--- src/rtl/tec8_pkg.sv ---
package tec8_pkg;
  typedef enum logic [1:0] {
    MODE_OFF = 2'b00,
    MODE_EVT = 2'b01,
    MODE_TMR = 2'b10,
    MODE_PW  = 2'b11
  } tmode_e;

  localparam int ADDR_W = 2;
  localparam logic [ADDR_W-1:0] A_COUNT = 2'd0;
  localparam logic [ADDR_W-1:0] A_CTRL  = 2'd1;
  localparam logic [ADDR_W-1:0] A_FLAG  = 2'd2;
  localparam logic [ADDR_W-1:0] A_PRE   = 2'd3;

  localparam int B_RUN  = 0;
  localparam int B_SRC  = 1;
  localparam int B_MLO  = 2;
  localparam int B_MHI  = 3;
  localparam int B_FLAG = 0;
  localparam int B_IE   = 1;
endpackage

--- src/rtl/tec8_sync.sv ---
module tec8_sync #(
  parameter int STAGES = 2
) (
  input  logic clk,
  input  logic rst,
  input  logic din,
  output logic level,
  output logic prev
);
  logic [STAGES:0] sh;

  always_ff @(posedge clk) begin
    if (rst) sh <= '0;
    else     sh <= {sh[STAGES-1:0], din};
  end

  assign level = sh[STAGES-1];
  assign prev  = sh[STAGES];
endmodule

--- src/rtl/tec8_count.sv ---
module tec8_count #(
  parameter int W = 8
) (
  input  logic         clk,
  input  logic         rst,
  input  logic         step,
  input  logic         load,
  input  logic [W-1:0] load_val,
  input  logic [W-1:0] pre,
  output logic [W-1:0] cnt,
  output logic         ovf
);
  localparam logic [W-1:0] TOP = '1;

  assign ovf = step && (cnt == TOP);

  always_ff @(posedge clk) begin
    if (rst)       cnt <= '0;
    else if (load) cnt <= load_val;
    else if (step) cnt <= ovf ? pre : cnt + 1'b1;
  end
endmodule

--- src/rtl/tec8_ctl.sv ---
module tec8_ctl
  import tec8_pkg::*;
(
  input  logic       clk,
  input  logic       rst,
  input  logic       ctrl_wr,
  input  logic [3:0] ctrl_wdata,
  input  logic       flag_wr,
  input  logic [1:0] flag_wdata,
  input  logic       ovf,
  input  logic       step,
  input  logic       ext_fall,
  output logic       run,
  output logic       src,
  output logic [1:0] mode,
  output logic       flag,
  output logic       ie,
  output logic       irq_o,
  output logic       wake_o
);
  logic pw_seen;
  logic flag_n, ie_n;
  logic pw_end;

  assign pw_end = run && (mode == MODE_PW) && pw_seen && ext_fall;

  always_ff @(posedge clk) begin
    if (rst) begin
      run  <= 1'b0;
      src  <= 1'b0;
      mode <= MODE_OFF;
    end else if (ctrl_wr) begin
      run  <= ctrl_wdata[B_RUN];
      src  <= ctrl_wdata[B_SRC];
      mode <= ctrl_wdata[B_MHI:B_MLO];
    end else if (pw_end) begin
      run <= 1'b0;
    end
  end

  always_ff @(posedge clk) begin
    if (rst || ctrl_wr || !run) pw_seen <= 1'b0;
    else if (mode == MODE_PW && step) pw_seen <= 1'b1;
  end

  always_comb begin
    flag_n = flag_wr ? (flag & flag_wdata[B_FLAG]) : flag;
    flag_n = flag_n | ovf;
    ie_n   = flag_wr ? flag_wdata[B_IE] : ie;
  end

  always_ff @(posedge clk) begin
    if (rst) begin
      flag   <= 1'b0;
      ie     <= 1'b0;
      irq_o  <= 1'b0;
      wake_o <= 1'b0;
    end else begin
      flag   <= flag_n;
      ie     <= ie_n;
      irq_o  <= flag_n & ie_n;
      wake_o <= ovf;
    end
  end
endmodule

--- src/rtl/tec8_unit.sv ---
module tec8_unit
  import tec8_pkg::*;
#(
  parameter int CNT_W       = 8,
  parameter int SYNC_STAGES = 2
) (
  input  logic              clk,
  input  logic              rst,
  input  logic              slow_clk_i,
  input  logic              ext_i,
  input  logic [ADDR_W-1:0] reg_addr,
  input  logic              reg_wr,
  input  logic [CNT_W-1:0]  reg_wdata,
  output logic [CNT_W-1:0]  reg_rdata,
  output logic              irq_o,
  output logic              wake_o
);
  localparam int N_IN = 2;
  localparam int I_EXT = 0;
  localparam int I_SLOW = 1;

  logic [N_IN-1:0] raw, lvl, prv;
  assign raw[I_EXT]  = ext_i;
  assign raw[I_SLOW] = slow_clk_i;

  for (genvar g = 0; g < N_IN; g++) begin : g_sync
    tec8_sync #(.STAGES(SYNC_STAGES)) u_sync (
      .clk(clk), .rst(rst), .din(raw[g]), .level(lvl[g]), .prev(prv[g])
    );
  end

  logic ext_rise, ext_fall, slow_rise;
  assign ext_rise  = lvl[I_EXT]  & ~prv[I_EXT];
  assign ext_fall  = ~lvl[I_EXT] &  prv[I_EXT];
  assign slow_rise = lvl[I_SLOW] & ~prv[I_SLOW];

  logic             run_q, src_q, flag_q, ie_q;
  logic [1:0]       mode_q;
  logic [CNT_W-1:0] pre_q, cnt_q;
  logic             ovf, step, load, tick;
  tmode_e           md;

  assign md   = tmode_e'(mode_q);
  assign tick = src_q ? slow_rise : 1'b1;

  always_comb begin
    unique case (md)
      MODE_EVT: step = run_q & ext_rise;
      MODE_TMR: step = run_q & tick;
      MODE_PW:  step = run_q & tick & lvl[I_EXT];
      default:  step = 1'b0;
    endcase
  end

  logic wr_cnt, wr_ctrl, wr_flag;
  assign wr_cnt  = reg_wr && (reg_addr == A_COUNT);
  assign wr_ctrl = reg_wr && (reg_addr == A_CTRL);
  assign wr_flag = reg_wr && (reg_addr == A_FLAG);
  assign load    = wr_cnt && !run_q;

  always_ff @(posedge clk) begin
    if (rst)         pre_q <= '0;
    else if (wr_cnt) pre_q <= reg_wdata;
  end

  tec8_count #(.W(CNT_W)) u_count (
    .clk(clk), .rst(rst), .step(step), .load(load), .load_val(reg_wdata),
    .pre(pre_q), .cnt(cnt_q), .ovf(ovf)
  );

  tec8_ctl u_ctl (
    .clk(clk), .rst(rst),
    .ctrl_wr(wr_ctrl), .ctrl_wdata(reg_wdata[B_MHI:0]),
    .flag_wr(wr_flag), .flag_wdata(reg_wdata[B_IE:0]),
    .ovf(ovf), .step(step), .ext_fall(ext_fall),
    .run(run_q), .src(src_q), .mode(mode_q), .flag(flag_q), .ie(ie_q),
    .irq_o(irq_o), .wake_o(wake_o)
  );

  always_ff @(posedge clk) begin
    if (rst) begin
      reg_rdata <= '0;
    end else begin
      reg_rdata <= '0;
      unique case (reg_addr)
        A_COUNT: reg_rdata <= cnt_q;
        A_CTRL: begin
          reg_rdata[B_RUN]       <= run_q;
          reg_rdata[B_SRC]       <= src_q;
          reg_rdata[B_MHI:B_MLO] <= mode_q;
        end
        A_FLAG: begin
          reg_rdata[B_FLAG] <= flag_q;
          reg_rdata[B_IE]   <= ie_q;
        end
        default: reg_rdata <= pre_q;
      endcase
    end
  end
endmodule

--- config.mk ---
export PLATFORM = sky130hd
export DESIGN_NAME = tec8_unit
export DESIGN_NICKNAME = d
export VERILOG_FILES = /design/src/rtl/tec8_pkg.sv /design/src/rtl/tec8_sync.sv /design/src/rtl/tec8_count.sv /design/src/rtl/tec8_ctl.sv /design/src/rtl/tec8_unit.sv
export SDC_FILE = /design/constraint.sdc
export NUM_CORES = 1
export LEC_CHECK = 0
export BUFFER_PORTS_ARGS = -buffer_cell sky130_fd_sc_hd__buf_4
export CORE_MARGIN = 4
export CORE_UTILIZATION = 40
export DETAILED_ROUTE_END_ITERATION = 10
export HOLD_SLACK_MARGIN = 0.12
export MAX_ROUTING_LAYER = met4
export RECOVER_POWER = 25
export SLEW_MARGIN = 25
export SYNTH_ARGS = -nofsm -noshare
export SYNTH_HDL_FRONTEND = slang
export SYNTH_SLANG_ARGS = --single-unit
--- constraint.sdc ---
create_clock -name clk -period 2.5 [get_ports clk]
set_input_delay 0.25 -clock clk [delete_from_list [all_inputs] [get_ports clk]]
set_output_delay 0.25 -clock clk [all_outputs]
set_load 0.05 [all_outputs]
==> results.cfg <==
[cells_and_area]
insertedDiodeCount = 0
drive_gt1_share_pct = 16.7
final_core_util_pct = 48.9
mostFrequentLayoutCell = dfxtp_1
nNetsFinal = 232
final-seq-area_sq_um = 781
syn2layout_area_growth_pct = 14.6
multi_input_area_sq_um = 900
layout_common_cells = 39 x dfxtp_1, 28 x nand2_1, 25 x buf_4
fill_cells = 404

[critical_path]
r2r_cells = 5
worstSetupPathType = input port to flop
r2r-start = u_ctl.mode[0]$_SDFFE_PP0P_
cp_data_required_time_ns = 2.68
startpoint_type = input port
crit_path_start = rst
path_max_fanout = 38
end_kind = flop
r2r_slack_ns = 0.65
worstReg2RegEnd = u_count.cnt[6]$_SDFFE_PP0P_
cp-endpoint = u_count.cnt[4]$_SDFFE_PP0P_
worstPathArrival_ns = 2.17

[power]
power.total_uw = 1150
p_clk_share_pct = 33.6
sw_frac_of_total_pct = 24.1
p_seq_share_pct = 57.2
powerDensity_nw_per_um2 = 571
switchingPower_uw = 277
p_leak_uw = 0.000739
power.internal_uw = 871
combPwrFrac_pct = 9.2
ir_drop_v = 0.000189

[clock_tree]
htreeDepth = 2
path_clk_slew_ns = 0.07
post-cts-setup-buffers = 0
cts.hold.buffers_added = 0
clock_latency_ns = 0.29
cts_sinks = 39
cts_resized = 0
cts_buffers = 5
clock_path_buffers = 2
tritoncts = yes
root_buffer = clkbuf_8

[sta]
fin_crit_sh_pct = 79.7
hold_viol_final = 0
final.setup.tns_ns = 0
rsz0062_at_grt = false
tightest_slew_ns = 1.60
slew_violations = 39
fin_hold_ws_ns = 0.170
finClkSkew_ns = 0.00325
relSlewSlack_pct = -6.82
fmax_mhz = 502
setup_viol = 0
worst_slack_ns = 0.508
fin_crit_ns = 1.99

[detailed_routing]
routed_wl_um = 4030
avgViaCountPerCell = 5.65
ant_nets = 0
dr.pass1.iters = 6
wl_per_cell_um = 15.2
drtIter0Drc = 105
drc_errors = 0
num_vias = 1498

[yosys]
synth_compound_area_share_pct = 14.0
ys_types = 47
synth_edf_count = 0
synthXorXnorAreaFrac_pct = 0.999
synthTopCellsByArea = dfxtp_1 45%, nand2_1 6.0%, mux2i_1 5.7%
netlist_instances = 198
synth_top_cell_area_share_pct = 44.5
synth_top_family_by_area = simple AND/OR/NAND/NOR gates
syn_avg_cell_area_sq_um = 8.86
yosys.area.top_type = dfxtp_1
ys_seq_area_share_pct = 44.5
netlist_area_sq_um = 1750
synth_warnings = 0
synth_mux_area_share_pct = 10.8
synthArstFlopShare_pct = 0
synthesis.nets = 214
synth_fa_ha_area_share_pct = 0.713
ys.flop_type = dfxtp_1
ys_seq_elements = 39
synth-simple-area-share_pct = 24.8

[floorplanning]
ios = 25
die_x_um = 74.2
row_count = 23
start_util_pct = 42.6
die_h_um = 74.2
core_sq_um = 4120
die_area_sq_um = 5510

[grt]
grtUsageTotal_pct = 16.3
grt_max_degree = 39
grt_overflow_total = 0
antenna_found_initial = 0
grt_pass1_wl_um = 6640
grt_pass1_vias = 1388

[worst_hold_path]
min_path_type = input port to flop

[placed_design]
place.gp.congestion = 0.913
io_buffer_count = 24
hpwl_um = 2830
pre_cts_ws_ns = 0.702

[flow_run]
maxCapViolCount = 1

[status]
violations = capacitance limit, slew limit
status = complete, but fails checks
## final cells by class
class,instances,share of cell area [%]
Tap cell,50,3.11
Clock buffer,6,3.61
Timing Repair Buffer,26,9.52
Inverter,1,0.187
Sequential cell,39,38.8
Multi-Input combinational cell,143,44.7
## worst max-delay path, stage by stage
cell and delay [ns]:
clkbuf_1 1.13, nand2b_1 0.29, nor3_1 0.14, a41oi_1 0.25, o21ai_1 0.09
## stage by stage
step | cell area (sq um) | std cells
after global placement | 1940 | 259
after CTS | 2010 | 265
after global routing | 2010 | 265
final | 2010 | 265
after floorplan | 1750 | 198
after detailed placement | 1940 | 259
## Yosys cell counts, types with 3 or more instances
cell type and number:
a22oi_1 4, a21oi_1 13, nor3_1 4, o21ai_1 3
clkbuf_1 7, nor2b_1 11, nand2_1 28, nor2_1 21
dfxtp_1 39, mux2i_1 10, buf_2 5, nand3_1 9
mux2_1 3
## power groups by stage
stage | combinational [uW] | clock, uW | sequential [uW]
5_1_grt | 116 | 420 | 659
6_report | 106 | 385 | 656
4_1_cts | 107 | 398 | 656
3_3_place_gp | 105 | 0 | 669
3_5_place_dp | 107 | 0 | 670
2_1_floorplan | 63.6 | 0 | 669
## state kept, by name (all words and copies together) (netlist names)
| register | cells |
|---|---|
| u_count.cnt | 8 |
| reg_rdata | 8 |
| u_ctl.run | 1 |
| g_sync.u_sync.sh | 6 |
| pre_q | 8 |
| u_ctl.wake_o | 1 |
| u_ctl.pw_seen | 1 |
| u_ctl.src | 1 |
| u_ctl.mode | 2 |
| u_ctl.irq_o | 1 |
| u_ctl.flag | 1 |
| u_ctl.ie | 1 |
## cells by family (layout without fill, tap and decap cells)
group | Yosys count | count (layout)
xor gates and xnor gates | 2 | 2
and+or+nand+nor | 87 | 87
muxes | 16 | 16
adders and majority gates | 1 | 1
DFF | 39 | 39
buffers and inverters | 16 | 33
AOI/OAI and AO/OA | 37 | 37
## layer usage
layer	wire length (um)	GRT usage (%)
met5	0	-
met2	1820	24.0
met1	1880	21.7
met3	280	4.19
met4	56	5.53
## how the worst min path moves through the flow
stage,start,cells after the start,end,slack [ns]
floorplan,reg_wdata[2],2,u_count.cnt[2]$_SDFFE_PP0P_,0.36
global placement,g_sync[0].u_sync.sh[0]$_SDFF_PP0_,1,g_sync[0].u_sync.sh[1]$_SDFF_PP0_,0.44
detailed placement,g_sync[0].u_sync.sh[0]$_SDFF_PP0_,1,g_sync[0].u_sync.sh[1]$_SDFF_PP0_,0.44
CTS,ext_i,2,g_sync[0].u_sync.sh[0]$_SDFF_PP0_,0.16
global route,slow_clk_i,2,g_sync[1].u_sync.sh[0]$_SDFF_PP0_,0.16
finish,ext_i,2,g_sync[0].u_sync.sh[0]$_SDFF_PP0_,0.17
No activity file was read; power rests on OpenSTA's default activity.
